**config.mk**
```make
export PLATFORM = sky130hd
export DESIGN_NAME = flash_probe_top
export DESIGN_NICKNAME = d
export VERILOG_FILES = /design/src/rtl/probe_pkg.sv /design/src/rtl/probe_byte_link.sv /design/src/rtl/probe_geom_table.sv /design/src/rtl/flash_probe_top.sv
export SDC_FILE = /design/constraint.sdc
export NUM_CORES = 1
export LEC_CHECK = 0
export ABC_AREA = 1
export BUFFER_PORTS_ARGS = -buffer_cell sky130_fd_sc_hd__buf_2
export CAP_MARGIN = 20
export CORE_UTILIZATION = 33
export CTS_CLUSTER_SIZE = 16
export DETAILED_ROUTE_END_ITERATION = 6
export SYNTH_ARGS = -nofsm -noshare
export SYNTH_HDL_FRONTEND = slang
export SYNTH_SLANG_ARGS = --single-unit
```
**constraint.sdc**
```tcl
create_clock -name clk -period 4 [get_ports clk]
set_input_delay 0.8 -clock clk [delete_from_list [all_inputs] [get_ports clk]]
set_output_delay 0.8 -clock clk [all_outputs]
set_load 0.01 [all_outputs]
```
**src/rtl/probe_pkg.sv**
```systemverilog
package probe_pkg;

    localparam int CNT_W   = 16;
    localparam int SIZE_W  = 12;
    localparam int SHIFT_W = 4;

    localparam logic [7:0] OP_IDENT  = 8'h9F;
    localparam logic [7:0] OP_STATUS = 8'hD7;
    localparam logic [7:0] OP_FILL   = 8'h00;
    localparam logic [7:0] MFR_CODE  = 8'h1F;
    localparam logic [7:0] DENS_MASK = 8'h3C;

    typedef enum logic [1:0] {
        OUT_NONE   = 2'd0,
        OUT_OK     = 2'd1,
        OUT_UNSUP  = 2'd2,
        OUT_ABSENT = 2'd3
    } outcome_e;

    typedef enum logic [2:0] {
        PS_BOOT,
        PS_ID_ISSUE,
        PS_ID_WAIT,
        PS_GAP,
        PS_SR_ISSUE,
        PS_SR_WAIT,
        PS_DECODE,
        PS_DONE
    } pstate_e;

    typedef struct packed {
        logic [CNT_W-1:0]   pages;
        logic [SIZE_W-1:0]  size;
        logic [SHIFT_W-1:0] shift;
    } geom_t;

    function automatic geom_t mk_geom(input int p, input int s, input int sh);
        geom_t g;
        g.pages = CNT_W'(p);
        g.size  = SIZE_W'(s);
        g.shift = SHIFT_W'(sh);
        return g;
    endfunction

endpackage

```
**src/rtl/probe_byte_link.sv**
```systemverilog
module probe_byte_link
    import probe_pkg::*;
(
    input  logic       clk,
    input  logic       rst_n,
    input  logic       go_i,
    input  logic [7:0] tx_i,
    output logic       fin_o,
    output logic [7:0] rx_o,
    output logic       spi_req_o,
    output logic [7:0] spi_tx_o,
    input  logic       spi_ack_i,
    input  logic [7:0] spi_rx_i
);

    typedef struct packed {
        logic       req;
        logic [7:0] tx;
    } link_t;

    link_t q, d;

    always_comb begin
        d = q;
        if (q.req && spi_ack_i) begin
            d.req = 1'b0;
        end else if (go_i && !q.req) begin
            d.req = 1'b1;
            d.tx  = tx_i;
        end
    end

    always_ff @(posedge clk) begin
        if (!rst_n) begin
            q <= '0;
        end else begin
            q <= d;
        end
    end

    assign fin_o     = q.req & spi_ack_i;
    assign rx_o      = spi_rx_i;
    assign spi_req_o = q.req;
    assign spi_tx_o  = q.tx;

    AST_REQ_HELD: assert property (@(posedge clk) disable iff (!rst_n)
        (spi_req_o && !spi_ack_i) |=> (spi_req_o && $stable(spi_tx_o)));
    AST_GO_WHEN_IDLE: assert property (@(posedge clk) disable iff (!rst_n)
        go_i |-> !spi_req_o);

endmodule

```
**src/rtl/probe_geom_table.sv**
```systemverilog
module probe_geom_table
    import probe_pkg::*;
(
    input  logic [7:0]  mfr_i,
    input  logic [15:0] dev_i,
    input  logic [7:0]  stat_i,
    output geom_t       geom_o,
    output outcome_e    outcome_o
);

    logic               id_hit;
    logic               bin_capable;
    geom_t              ext_geom;
    geom_t              id_geom;
    geom_t              leg_geom;
    logic               leg_hit;
    logic [7:0]         dens;
    logic [SIZE_W-1:0]  pow2_size;

    // Identification path: extended geometry plus binary-page capability.
    always_comb begin
        id_hit      = 1'b1;
        bin_capable = 1'b1;
        ext_geom    = '0;
        unique case (dev_i)
            16'h2200: ext_geom = mk_geom(512,  264,  9);
            16'h2300: ext_geom = mk_geom(1024, 264,  9);
            16'h2400: ext_geom = mk_geom(2048, 264,  9);
            16'h2500: ext_geom = mk_geom(4096, 264,  9);
            16'h2600: ext_geom = mk_geom(4096, 528,  10);
            16'h2700: begin
                ext_geom    = mk_geom(8192, 528, 10);
                bin_capable = 1'b0;
            end
            16'h2701: ext_geom = mk_geom(8192, 528,  10);
            16'h2800: ext_geom = mk_geom(8192, 1056, 11);
            default: begin
                id_hit      = 1'b0;
                bin_capable = 1'b0;
            end
        endcase
    end

    assign pow2_size = {{(SIZE_W-1){1'b0}}, 1'b1} << (ext_geom.shift - SHIFT_W'(1));

    always_comb begin
        id_geom = ext_geom;
        if (bin_capable && stat_i[0]) begin
            id_geom.size  = pow2_size;
            id_geom.shift = ext_geom.shift - SHIFT_W'(1);
        end
    end

    // Fallback path: density field in the status byte.
    assign dens = stat_i & DENS_MASK;

    always_comb begin
        leg_hit  = 1'b1;
        leg_geom = '0;
        unique case (dens)
            8'h0C:        leg_geom = mk_geom(512,  264,  9);
            8'h14:        leg_geom = mk_geom(1024, 264,  9);
            8'h1C:        leg_geom = mk_geom(2048, 264,  9);
            8'h24:        leg_geom = mk_geom(4096, 264,  9);
            8'h2C:        leg_geom = mk_geom(4096, 528,  10);
            8'h34:        leg_geom = mk_geom(8192, 528,  10);
            8'h38, 8'h3C: leg_geom = mk_geom(8192, 1056, 11);
            default:      leg_hit  = 1'b0;
        endcase
    end

    always_comb begin
        geom_o    = '0;
        outcome_o = OUT_UNSUP;
        if (mfr_i == MFR_CODE) begin
            if (id_hit) begin
                geom_o    = id_geom;
                outcome_o = OUT_OK;
            end
        end else if (stat_i == 8'h00 || stat_i == 8'hFF) begin
            outcome_o = OUT_ABSENT;
        end else if (leg_hit) begin
            geom_o    = leg_geom;
            outcome_o = OUT_OK;
        end
    end

    AST_NOT_OK_ZERO: assert final ((outcome_o == OUT_OK) || (geom_o == '0));

endmodule

```
**src/rtl/flash_probe_top.sv**
```systemverilog
module flash_probe_top
    import probe_pkg::*;
#(
    parameter int GAP_CYCLES = 4
) (
    input  logic               clk,
    input  logic               rst_n,
    input  logic               start_i,
    output logic               spi_cs_o,
    output logic               spi_req_o,
    output logic [7:0]         spi_tx_o,
    input  logic               spi_ack_i,
    input  logic [7:0]         spi_rx_i,
    output logic               done_o,
    output logic [1:0]         outcome_o,
    output logic [CNT_W-1:0]   page_count_o,
    output logic [SIZE_W-1:0]  page_size_o,
    output logic [SHIFT_W-1:0] page_shift_o
);

    localparam int GAP_EFF = (GAP_CYCLES < 2) ? 2 : GAP_CYCLES;
    localparam int GAP_W   = $clog2(GAP_EFF + 1);
    localparam int ID_LAST = 3;
    localparam int SR_LAST = 1;

    typedef struct packed {
        pstate_e          st;
        logic [1:0]       cnt;
        logic [GAP_W-1:0] gap;
        logic [7:0]       mfr;
        logic [15:0]      dev;
        logic [7:0]       stat;
        logic             done;
        outcome_e         outcome;
        geom_t            geom;
    } regs_t;

    regs_t      q, d;
    logic       go;
    logic [7:0] go_tx;
    logic       fin;
    logic [7:0] rx_byte;
    geom_t      tbl_geom;
    outcome_e   tbl_out;

    probe_byte_link u_link (
        .clk       (clk),
        .rst_n     (rst_n),
        .go_i      (go),
        .tx_i      (go_tx),
        .fin_o     (fin),
        .rx_o      (rx_byte),
        .spi_req_o (spi_req_o),
        .spi_tx_o  (spi_tx_o),
        .spi_ack_i (spi_ack_i),
        .spi_rx_i  (spi_rx_i)
    );

    probe_geom_table u_table (
        .mfr_i     (q.mfr),
        .dev_i     (q.dev),
        .stat_i    (q.stat),
        .geom_o    (tbl_geom),
        .outcome_o (tbl_out)
    );

    always_comb begin
        d     = q;
        go    = 1'b0;
        go_tx = OP_FILL;
        unique case (q.st)
            PS_BOOT: begin
                d.st  = PS_ID_ISSUE;
                d.cnt = '0;
            end
            PS_ID_ISSUE: begin
                go    = 1'b1;
                go_tx = (q.cnt == 2'd0) ? OP_IDENT : OP_FILL;
                d.st  = PS_ID_WAIT;
            end
            PS_ID_WAIT: begin
                if (fin) begin
                    unique case (q.cnt)
                        2'd1:    d.mfr       = rx_byte;
                        2'd2:    d.dev[15:8] = rx_byte;
                        2'd3:    d.dev[7:0]  = rx_byte;
                        default: ;
                    endcase
                    if (q.cnt == 2'(ID_LAST)) begin
                        d.cnt = '0;
                        d.gap = GAP_W'(GAP_EFF - 1);
                        d.st  = PS_GAP;
                    end else begin
                        d.cnt = q.cnt + 2'd1;
                        d.st  = PS_ID_ISSUE;
                    end
                end
            end
            PS_GAP: begin
                if (q.gap == '0) begin
                    d.st = PS_SR_ISSUE;
                end else begin
                    d.gap = q.gap - GAP_W'(1);
                end
            end
            PS_SR_ISSUE: begin
                go    = 1'b1;
                go_tx = (q.cnt == 2'd0) ? OP_STATUS : OP_FILL;
                d.st  = PS_SR_WAIT;
            end
            PS_SR_WAIT: begin
                if (fin) begin
                    if (q.cnt == 2'(SR_LAST)) begin
                        d.stat = rx_byte;
                        d.cnt  = '0;
                        d.st   = PS_DECODE;
                    end else begin
                        d.cnt = q.cnt + 2'd1;
                        d.st  = PS_SR_ISSUE;
                    end
                end
            end
            PS_DECODE: begin
                d.outcome = tbl_out;
                d.geom    = (tbl_out == OUT_OK) ? tbl_geom : '0;
                d.done    = 1'b1;
                d.st      = PS_DONE;
            end
            PS_DONE: begin
                if (start_i) begin
                    d.done    = 1'b0;
                    d.outcome = OUT_NONE;
                    d.geom    = '0;
                    d.cnt     = '0;
                    d.st      = PS_ID_ISSUE;
                end
            end
            default: d.st = PS_BOOT;
        endcase
    end

    always_ff @(posedge clk) begin
        if (!rst_n) begin
            q    <= '0;
            q.st <= PS_BOOT;
        end else begin
            q <= d;
        end
    end

    assign spi_cs_o     = (q.st == PS_ID_ISSUE) || (q.st == PS_ID_WAIT) ||
                          (q.st == PS_SR_ISSUE) || (q.st == PS_SR_WAIT);
    assign done_o       = q.done;
    assign outcome_o    = q.outcome;
    assign page_count_o = q.geom.pages;
    assign page_size_o  = q.geom.size;
    assign page_shift_o = q.geom.shift;

    AST_REQ_NEEDS_CS: assert property (@(posedge clk) disable iff (!rst_n)
        spi_req_o |-> spi_cs_o);
    AST_GAP_MIN: assert property (@(posedge clk) disable iff (!rst_n)
        $fell(spi_cs_o) |=> !spi_cs_o);
    AST_DONE_HOLD: assert property (@(posedge clk) disable iff (!rst_n)
        (done_o && !start_i) |=> (done_o && $stable(outcome_o) && $stable(page_count_o)
                                  && $stable(page_size_o) && $stable(page_shift_o)));
    AST_DONE_NO_CS: assert property (@(posedge clk) disable iff (!rst_n)
        done_o |-> !spi_cs_o);
    AST_OK_GEOM: assert property (@(posedge clk) disable iff (!rst_n)
        (done_o && outcome_o == OUT_OK) |-> (page_count_o != '0 && page_size_o != '0));
    AST_BAD_ZERO: assert property (@(posedge clk) disable iff (!rst_n)
        (done_o && outcome_o != OUT_OK) |-> (page_count_o == '0 && page_size_o == '0
                                             && page_shift_o == '0));
    AST_NO_RESULT_BUSY: assert property (@(posedge clk) disable iff (!rst_n)
        !done_o |-> (outcome_o == OUT_NONE));

endmodule

```
Yosys cells after proc, flatten, opt, wreduce, memory -nomap -nowiden

Index checks and enable logic that the tools add are counted.

$add $sub $neg: 3
Multiply operators: 0
Divide/modulo/power cells: 0
$lt $le $gt $ge: 0
Eq/ne operators: 35
Shifts and indexed selects: 1
Mux-type cells: 35
Bitwise logic cells: 3
Reduce and logical (&&, ||, !) cells: 31

Operator list:

| operator                                          | count |
|---|---|
| one-hot mux 30 bit (7 select lines)               | 2 |
| == test 16 x 14 -> 1 bit (second input constant)  | 8 |
| two-way mux 32 bit                                | 4 |
| one-hot mux 35 bit (2 select lines)               | 1 |
| two-way mux 30 bit                                | 2 |
| two-way mux 8 bit                                 | 5 |
| two-way mux 35 bit                                | 1 |
| one-hot mux 3 bit (8 select lines)                | 1 |
| == test 4 bit (second input constant)             | 5 |
| two-way mux 16 bit                                | 1 |
| one-hot mux 8 bit (2 select lines)                | 1 |
| OR reduction 8 bit                                | 2 |
| == test 3 bit (second input constant)             | 4 |
| != test 2 bit (second input constant)             | 6 |
| AND reduction 3 bit                               | 4 |
| AND reduction 4 bit                               | 3 |
| << shifter 1 x 4 -> 12 bit (first input constant) | 1 |
| two-way mux 5 bit                                 | 2 |
| two-way mux 3 bit                                 | 3 |
| == test 4 x 3 -> 1 bit (second input constant)    | 2 |
| == test 8 x 5 -> 1 bit (second input constant)    | 1 |
| == test 8 bit (second input constant)             | 1 |
| logical NOT 8 bit                                 | 1 |
| two-way mux 2 bit                                 | 4 |
| 24 further kinds                                  | 43 |

Register bits: 84
Latch bits: 0
Bits in writable memories: 0
Memory bits (read-only): 0
Input port bits: 12
Output and inout port bits: 45
Word-level logic and storage cells: 122
Memories: 0

Depth between registers and ports, before layout

Gate-level depths: netlist (run 1).

Depth in word-level cells: 10
Depth in mapped cells: 18

Cells and area by module

From an unflattened synthesis (run 1), not the netlist that was laid out.

Cell total of the unflattened synthesis: 709
Area, all modules: 5079.9 sq um

Modules (own cells, without submodules):

| module           | instances | cells an instance | area each (sq um) | sequential area each (sq um) |
|---|---|---|---|---|
| flash_probe_top  | 1         | 451               | 3550.9            | 1501.4 |
| probe_geom_table | 1         | 192               | 1077.3            | 0.0 |
| probe_byte_link  | 1         | 66                | 451.7             | 180.2 |

Worst setup path after synthesis (run 1)

Ideal clock, no wire load.

Path type: reg2reg
Start: register q[49] in the netlist's numbering
End: register q, in the netlist page_size_o[5]
Data arrival time: 2.161 ns
Required time: 3.930 ns
Slack: 1.768 ns
Cell stages (with the launch flop): 18
Buffers on the path: 0
Clock period less this slack: 2.232 ns
Cell sequence: dfxtp_1 nor2_2 nand2_2 nor2_8 nand2_2 nand2_2 nor2_2 nand2_1 inv_1 ha_1 ha_1 nor2_1 nand2_1 nand3_1 nand2_1 nand2_1 nand2_1 a21oi_1

Word-level cells in the longest chain between the ends: 10
Elaborated cells between the ends (all ways): 25
Those cells by class: add/sub: 1; eq/ne: 9; shift: 1; mux: 10; reduce/logical: 4

Ends and longest elaborated chain:

| element                               | line                   | RTL |
|---|---|---|
| start: declaration                    | flash_probe_top.sv:38  | `regs_t q, d;` |
| == test 16 x 14 -> 1 bit              | probe_geom_table.sv:25 | `unique case (dev_i)` |
| OR reduction 2 bit (no source line)   | n/a                    |  |
| one-hot mux 30 bit (7 select lines)   | probe_geom_table.sv:25 |  |
| subtractor 4 x 1 -> 4 bit             | probe_geom_table.sv:44 | `assign pow2_size = {{(SIZE_W-1){1'b0}}, 1'b1} << (ext_geom.shift - SHIFT_W'(1));` |
| << shifter 1 x 4 -> 12 bit            | probe_geom_table.sv:44 |  |
| two-way mux 16 bit                    | probe_geom_table.sv:48 | `if (bin_capable && stat_i[0]) begin` |
| two-way mux 30 bit                    | probe_geom_table.sv:76 | `if (id_hit) begin` |
| two-way mux 32 bit                    | probe_geom_table.sv:75 | `if (mfr_i == MFR_CODE) begin` |
| two-way mux 32 bit *                  | flash_probe_top.sv:125 | `d.geom = (tbl_out == OUT_OK) ? tbl_geom : '0;` |
| one-hot mux 35 bit (2 select lines) * | flash_probe_top.sv:71  | `unique case (q.st)` |

Mark *: on every way between the ends. The rest lies on a longest branch, timed or not.
A chain may end at the register's enable or synchronous reset.

Worst setup path after layout (run 1)

Same ends and word-level chain as after synthesis.

==> results of run 1 <==
## synth_stat cells, drive strengths merged
| cell type | instances | area [sq um] |
|---|---|---|
| o221ai | 1 | 8.76 |
| a211oi | 1 | 7.51 |
| a221oi | 2 | 17.5 |
| o31ai | 1 | 7.51 |
| conb | 1 | 3.75 |
| o21ai | 43 | 215 |
| clkinv | 2 | 8.75 |
| o211ai | 1 | 7.51 |
| clkbuf | 11 | 41.3 |
| nand4 | 3 | 18.8 |
| dfxtp | 68 | 1360 |
| xor2 | 1 | 8.76 |
| ha | 12 | 150 |
| a22oi | 1 | 7.51 |
| nand2 | 121 | 537 |
| nor2 | 79 | 338 |
| inv | 53 | 199 |
| nand3 | 24 | 130 |
| o22ai | 4 | 25.0 |
| a21oi | 57 | 293 |
| buf | 43 | 324 |
| or2 | 1 | 6.26 |
| nor3 | 13 | 86.3 |
## metal layers
layer	share of wire (%)	track usage, %
met1	49	19.3
met2	48	25.9
met3	2.5	2.90
met4	1.1	7.05
met5	0	0
## per-stage QoR
step | std cells | setup WS, ns | instance area, sq um | power (mW) | hold slack [ns]
4_1_cts | 700 | 1.49 | 4150 | 1.78 | 0.436
3_3_place_gp | 684 | 1.63 | 3870 | 1.03 | 0.423
3_5_place_dp | 684 | 1.51 | 3870 | 1.04 | 0.428
6_report | 701 | 1.51 | 4180 | 1.77 | 0.437
5_1_grt | 701 | 1.12 | 4180 | 1.87 | 0.468
2_1_floorplan | 554 | 1.77 | 3840 | 0.982 | 0.415
## where the power goes
part / switching (mW) / internal, mW
logic: 0.183 / 0.103
registers: 0.0347 / 0.709
clock network: 0.319 / 0.422
## layout make-up
class	instances	area, sq um	area share [%]
clock inverter	7	51.3	1.23
clock buffer	9	225	5.39
inverter	55	208	4.97
sequential	68	1360	32.6
multi-input combinational	377	1910	45.7
tap	140	175	4.19
timing repair buffer	45	248	5.93
## cell families after synthesis
kind of cell    count (synthesis)
simple gates                  241
compound gates                111
buf+inv                       109
other cells                     1
fa+ha+maj                      12
flops                          68
xor+xnor                        1
## cells in the final DEF (no fill, tap or decap), types with 2 or more instances in the layout
master,n
nand2_1,102
nor2_1,70
dfxtp_1,68
a21oi_1,55
inv_1,47
buf_2,44
o21ai_0,40
nand3_1,22
nand2_2,12
ha_1,12
conb_1,12
nor3_1,10
clkbuf_16,9
nor2_2,7
nand2_4,7
inv_2,6
o22ai_1,4
nand4_1,3
clkinv_2,3
o21ai_1,3
nor3_2,2
a221oi_1,2
a21oi_2,2
nand3_2,2
inv_6,2
clkinvlp_4,2
## registers in the layout, indices dropped and copies added, names as in the netlist
register          cells
done_o                1
outcome_o             2
page_count_o          5
page_shift_o          4
page_size_o          12
q                    40
u_link.spi_req_o      1
u_link.spi_tx_o       3
## worst max path at each step
stage	from	endpoint	cells past startpoint
final	q[49]	page_size_o[5]	17
after floorplan	q[49]	page_size_o[5]	17
after CTS	q[49]	page_size_o[5]	17
after global placement	q[49]	page_size_o[5]	17
after detailed placement	q[49]	page_size_o[5]	17
after global routing	q[52]	page_size_o[5]	18
## worst max-delay path: stages, from the launching register on
cell,delay [ns]
dfxtp_1,0.31
nor2_2,0.11
nand2_2,0.10
nor2_8,0.19
nand2_2,0.10
nand2_1,0.09
nor2_2,0.06
nand2_1,0.13
inv_1,0.10
ha_1,0.27
ha_1,0.37
nor2_1,0.17
nand2_1,0.06
nand3_1,0.08
nand2_1,0.06
nand2_1,0.05
nand2_1,0.06
a21oi_1,0.11
==> flow_results.org, run 1 <==
** Run status
- The flow ran to the end, and the final reports show no timing, DRC or antenna violations.

** Timing
- Final total negative setup slack :: 0 ns
- Final number of setup-violating endpoints :: 0
- Final clock period utilization by the worst path :: 62.2%
- Remaining max-slew budget at the tightest pin :: between 60 and 70%
- Maximum clock skew at final layout :: about 0.009 ns
- Maximum operating frequency :: 0.402 GHz
- Number of max-slew violations in the final report :: 0
- Final period demand of the worst path :: 2.49 ns
- Setup repair after global routing left no endpoint under its margin.
- Pin slew with the least headroom to its limit :: 0.550 ns
- The hold violation total from the final report came to 0.

** Global routing
- GRT Overall Usage :: between 10% and 20%
- Antenna violations before repair :: 0
- After global routing the overflow that remains totals 0.
- Entering global routing, the biggest net connects 37 pins.
- Via count of the first global-routing pass :: 3123
- First-pass GRT wire length :: 14400 um

** Route
- For this run, the detailed router's first-pass iteration total came to 4.
- In the routed design, unresolved DRC markers number 0.
- DR WL/cell :: 12.3 um
- For this block, the initial DRC count from the detailed router was about 150.
- Wires add up to 8590 um.
- Remaining number of nets flagged by the antenna check after routing :: 0
- The final route contains between 3000 and 4000 vias.
- Via density per instance :: 4.72

** Placed design
- Count of input and output buffers :: 44
- Detailed placement finished with a half-perimeter wire length of 6480 um.
- GP Congestion :: 0.882

** Finish
- Fraction of the core area covered by cells at the end of the flow :: 37.9%
- Fraction of layout instances using a drive strength above 1 :: 18.5%
- # nets final :: 580
- From synthesis to final layout, the design area changed by 9.87%.
- Final antenna diode count :: 0
- Fill cells in the final layout number 1202.

** Setup path
- WP data required :: 4.26 ns
- Reg2Reg Launch Point :: q[49]
- STA classifies the critical path startpoint as a flip-flop.
- The number of cells on the worst reg-to-reg path is 17.
- Terminus of the critical flop-to-flop path :: page_size_o[5]
- Largest driver fanout on the critical path :: 8
- Nature of the critical path endpoint :: flip-flop
- Crit Path Category :: flip-flop to flip-flop
- Arr. time, crit path :: 2.75 ns
- The setup check on the worst reg-to-reg path leaves a slack of 1.51 ns.

** Hold path
- Hold Crit Endpoint :: page_size_o[0]
- The worst hold path passes through 2 cells.
- The startpoint identified for the worst hold timing path is page_size_o[0].
- The path class of the tightest hold or removal check is flip-flop to flip-flop.

** Logic synthesis
- Summing the areas of all compound-gate instances in the mapped netlist gives 15.5% of the synthesized area.
- Synthesized cell area :: 3800 sq um
- Distinct cells, synth :: 37
- Each instance of the synthesized netlist takes up on average 7.00 sq um.
- Number of warnings issued by yosys :: 0
- In the synthesized netlist, the number of instances is around 540.
- Largest family of logic cells by synthesized area :: simple AND/OR/NAND/NOR gates
- Synthesis inferred 68 register bits.
- After synthesis, flip-flops and latches occupy 35.8% of the total area.
- Simple-gate share of the synthesized area :: ~30%
- Adder and majority cell fraction of the synthesized area :: 3.95%
- Synth Area in XOR/XNOR :: 0.230%
- Mux cell area share after synthesis :: 0%

** Clock network
- CTS Hold Bufs :: 0
- Worst-Skew Late Latency :: 0.34 ns
- After clock tree synthesis, the clock-pin slew on the worst setup and hold paths is 0.06 ns.
- TritonCTS Sinks :: 68
- Cell chosen for the clock root :: clkbuf_16
- TritonCTS created 9 clock buffers.
- TritonCTS built the clock tree.
- H-tree Lvls :: 3
- No sink is reached through more buffers than the 2 on the longest clock path.
- Post-CTS Setup Repair Bufs :: 0
- Post-CTS repair changed the size of 0 cells.

** Die
- Die Height :: 109 um
- Boundary Pins :: 57
- Row generation in the floorplan step produced 38 rows.
- From left edge to right edge, the die measures about 110 um.
- The floorplan step defined a die boundary enclosing 12000 sq um.
- The core region is 11000 sq um.
- Once the floorplan was initialized, standard cells occupied between 30% and 40% of the core.

** Pwr
- The analysis attributes to cell leakage a power of 1.83 nW.
- Power spread over the standard cell area amounts to around 420 nW/um^2.
- Worst vdd rail ir drop :: between 0.15 and 0.2 mV

** Job
- Across the run, the number of max-cap violations was 0.
Power figures use the tool's default switching activity.
==> run 2: changes to the inputs <==
- clock period: 4 -> 2.15 ns (I/O delays scaled with it)
==> run 2 against run 1 <==
Compared with the run above:
- power is 100% higher
- clock-buffer cell count is 2 higher
- sequential share of layout area is 2.2 points lower
- die area stayed put
- clock power is 130% higher
- register-to-register slack worse by 1.5 ns
- first-iteration DRC count is 4.1% lower
- critical path type unchanged
- critical endpoint unchanged
- largest cell class unchanged
==> flow_results.org, run 2 (same netlist as run 1, synthesis figures left out) <==
** Die
- Floorplan Core Area :: 11000 sq um (unchanged)
- The count of boundary I/O pins is 57 (unchanged).
- Number of rows in the core area :: 38 (unchanged)
- Starting density of the core :: 34.5% (unchanged)
- Horizontal die dimension :: 109 um (unchanged)
- Die Height :: 109 um (unchanged)
- The die area was 12000 sq um (unchanged).

** Timing
- The setup skew after layout is 0.00659 ns (-0.00227 ns).
- Setup repair after global routing could not meet its margin everywhere.
- Final clock period utilization by the worst path :: 97.7% (+35 points)
- The hold violation total from the final report is 0 (unchanged).
- Number of max-slew violations in the final report :: 0 (unchanged)
- The worst slew margin relative to its limit is 62.9% (-0.37 points).
- Pin slew with the least headroom to its limit :: 0.556 ns (+0.00561 ns)
- The number of failing setup endpoints in the final timing report was 0 (unchanged).
- Maximum operating frequency :: 0.476 GHz (+19%)
- The post-layout minimum cycle time came to 2.10 ns (-0.389 ns).

** Clock network
- TritonCTS Sinks :: 68 (unchanged)
- The cell sitting at the root of the clock tree is a clkbuf_16.
- Buffers from clock root to sink, at most :: 2 (unchanged)
- Clk slew on worst S/H paths :: 0.05 ns (about the same)
- The CTS H-tree depth was 3 (unchanged).
- Clock tree from TritonCTS :: built
- Inserted Clock Buffers :: 9 (unchanged)
- The clock network latency to the later pin of the worst-skew pair came to 0.34 ns (about the same).
- CTS Hold Bufs :: 0 (unchanged)

** Hold path
- Classification of the worst-slack hold path :: primary input to flip-flop

** Route
- Drt total wl :: 8570 um (-0.24%)
- DR WL/cell :: 12.0 um (-2.5%)
- The via count was 3347 (+1.2%).
- Routed metal-1 wire length :: 4060 um (-2.8%)
- # DRC :: 0 (unchanged)
- DR WL met3 :: 288 um (+35%)
- Via density per instance :: 4.67 (-1.0%)
- The total length of routed met2 wires was 4040 um (-1.7%).
- Remaining number of nets flagged by the antenna check after routing :: 0 (unchanged)
- The first-pass iteration count of the detailed router was 4 (unchanged).
- After detailed routing, no signal wire sits above met4.
- The initial detailed-routing violation count was 142 (-4.1%).

** Setup path
- WP data required :: 2.42 ns (-1.84 ns)
- Arr. time, crit path :: 2.37 ns (-0.38 ns)
- Delay of the slowest cell on the worst path :: 0.32 ns (-0.05 ns)
- Worst path cell trace :: nor2_2 -> nand2_2 -> nor2_8 -> buf_6 -> nand2_4 -> nand2_4 -> nor2_4 -> ha_4 -> ha_4 -> nor2_4 -> nand2_1 -> nand3_1 -> nand2_1 -> nand2_1 -> nand2_1 -> a21oi_2
- The largest individual stage delay along the critical path comes from the cell dfxtp_2.
- Critical path's top delay family :: simple AND/OR/NAND/NOR gates
- The critical path is of the flip-flop to flip-flop type.
- Sort of element at the start of the critical path :: flip-flop
- Buf/Inv on CP :: 1 (unchanged)
- Largest driver fanout on the critical path :: 6 (-2)
- Nature of the critical path endpoint :: flip-flop
- Crit path top cell by count :: nand2_1

** Pwr
- Worst vdd rail ir drop :: 0.406 mV (+100%)
- Switching share of power :: 25.9% (-4.5 points)
- Part of the total power dissipated in combinational logic :: 14.7% (-1.4 points)
- The part of the total power dissipated in sequential elements came to 38.4% (-3.6 points).
- Power Dens Cells :: 799 nW/um^2 (+88%)
- The share of power burned in the clock network came to 46.8% (+4.9 points).
- Switch Pwr :: 0.933 mW (+74%)
- Total internal power :: 2.67 mW (+120%)
- The static power due to leakage was 1.95 nW (+6.3%).

** Finish
- The number of flip-flops under the largest register name came to 40 (unchanged).
- The number of antenna diodes is 0 (unchanged).
- # fillers :: 1137 (-5.4%)
- The share of post-route cells with drive strength above 1 was 26.3% (+7.8 points).
- Relative to the synthesized area, the layout overhead comes to 18.7%.
- # nets final :: 597 (+2.9%)
- Ranked by flip-flop count, first place goes to q.
- Final cell count without fillers :: 717 (+2.3%)
- The library cell used most frequently in the layout, excluding fill and tap cells, is nand2_1.
- Final instance area :: 4510 sq um (+8.1%)
- Most frequent cells in the layout :: nand2_1 (96), dfxtp_1 (61), nor2_1 (58), a21oi_1 (53), inv_1 (45)

** Placed design
- The placement-stage cell area was 4010 sq um (+3.6%).
- GP Congestion :: 0.826 (-6.4%)
- The cell count after placement was 701 (+2.5%).
- The HPWL reported at the end of detailed placement is 6360 um (-1.8%).
- The port buffer count is 44 (unchanged).

** Global routing
- First-pass GRT wire length :: 13800 um (-4.0%)
- The initial antenna violation count came to 0 (unchanged).
- GRT Overall Usage :: 15.0% (-0.53 points)
- The number of global-route vias before repair was 2996 (-4.1%).
- The final global-route overflow total came to 0 (unchanged).
- The largest net degree at the start of global routing was 36 (-2.7%).

** Run status
- Run status :: finished, final reports clean

** Job
- Reported max-cap violation count :: 0 (unchanged)
[run 2: stage by stage]
step                      power, mW  utilization [%]  TNS (ns)  hold slack, ns  setup WS (ns)
after floorplan                1.83                -         0           0.415        0.00658
after global placement         1.93             36.4         0           0.422         0.0209
after detailed placement       1.94             36.4   -0.0631           0.429        -0.0381
after CTS                      3.64             39.5         0           0.402       0.000707
after global routing           3.78             40.9    -0.239           0.431        -0.0811
final                          3.61             40.9         0           0.403         0.0504
[run 2: timing repair]
item / in CTS / in global routing
setup buffers: 0 / 1
setup endpoints to repair: 2 / 9
resized for setup: 3 / 44
pin swaps: 1 / 22
[run 2: power groups by stage]
stage          Clock, mW  Sequential (mW)  Combinational [mW]
5_1_grt             1.77             1.40               0.608
3_5_place_dp           0             1.41               0.529
4_1_cts             1.72             1.38               0.532
3_3_place_gp           0             1.41               0.525
6_report            1.69             1.39               0.532
2_1_floorplan          0             1.41               0.413
[run 2: layout make-up]
type | instances | area [sq um] | share of cell area [%]
Clock buffer | 11 | 243 | 5.38
Timing Repair Buffer | 62 | 359 | 7.95
Inverter | 55 | 208 | 4.60
Tap cell | 140 | 175 | 3.88
Multi-Input combinational cell | 377 | 2060 | 45.7
Sequential cell | 68 | 1370 | 30.3
Clock inverter | 4 | 97.6 | 2.16
[run 2: metal layers]
layer  track usage (%)  vias up
met5                 0        -
met4              7.52        0
met3              3.08       15
met2              24.8       67
met1              18.4     1505
li1                  -     1760
[run 2: worst register-to-register path, delay by kind of cell, from the launching register on]
family / cells / cell delay (ns)
and+or+nand+nor: 12 / 1.02
buffers and inverters: 1 / 0.15
DFF: 1 / 0.32
AOI/OAI and AO/OA: 1 / 0.12
adders and majority gates: 2 / 0.44
[run 2: worst paths after layout]
path	startpoint	endpoint	slack, ns	cells after the start
hold / removal	spi_rx_i[7]	q[66]	0.40	3
setup reg to reg	q[50]	page_size_o[5]	0.05	16
setup / recovery	q[50]	page_size_o[5]	0.05	16
hold reg to reg	page_size_o[11]	page_size_o[11]	0.43	2
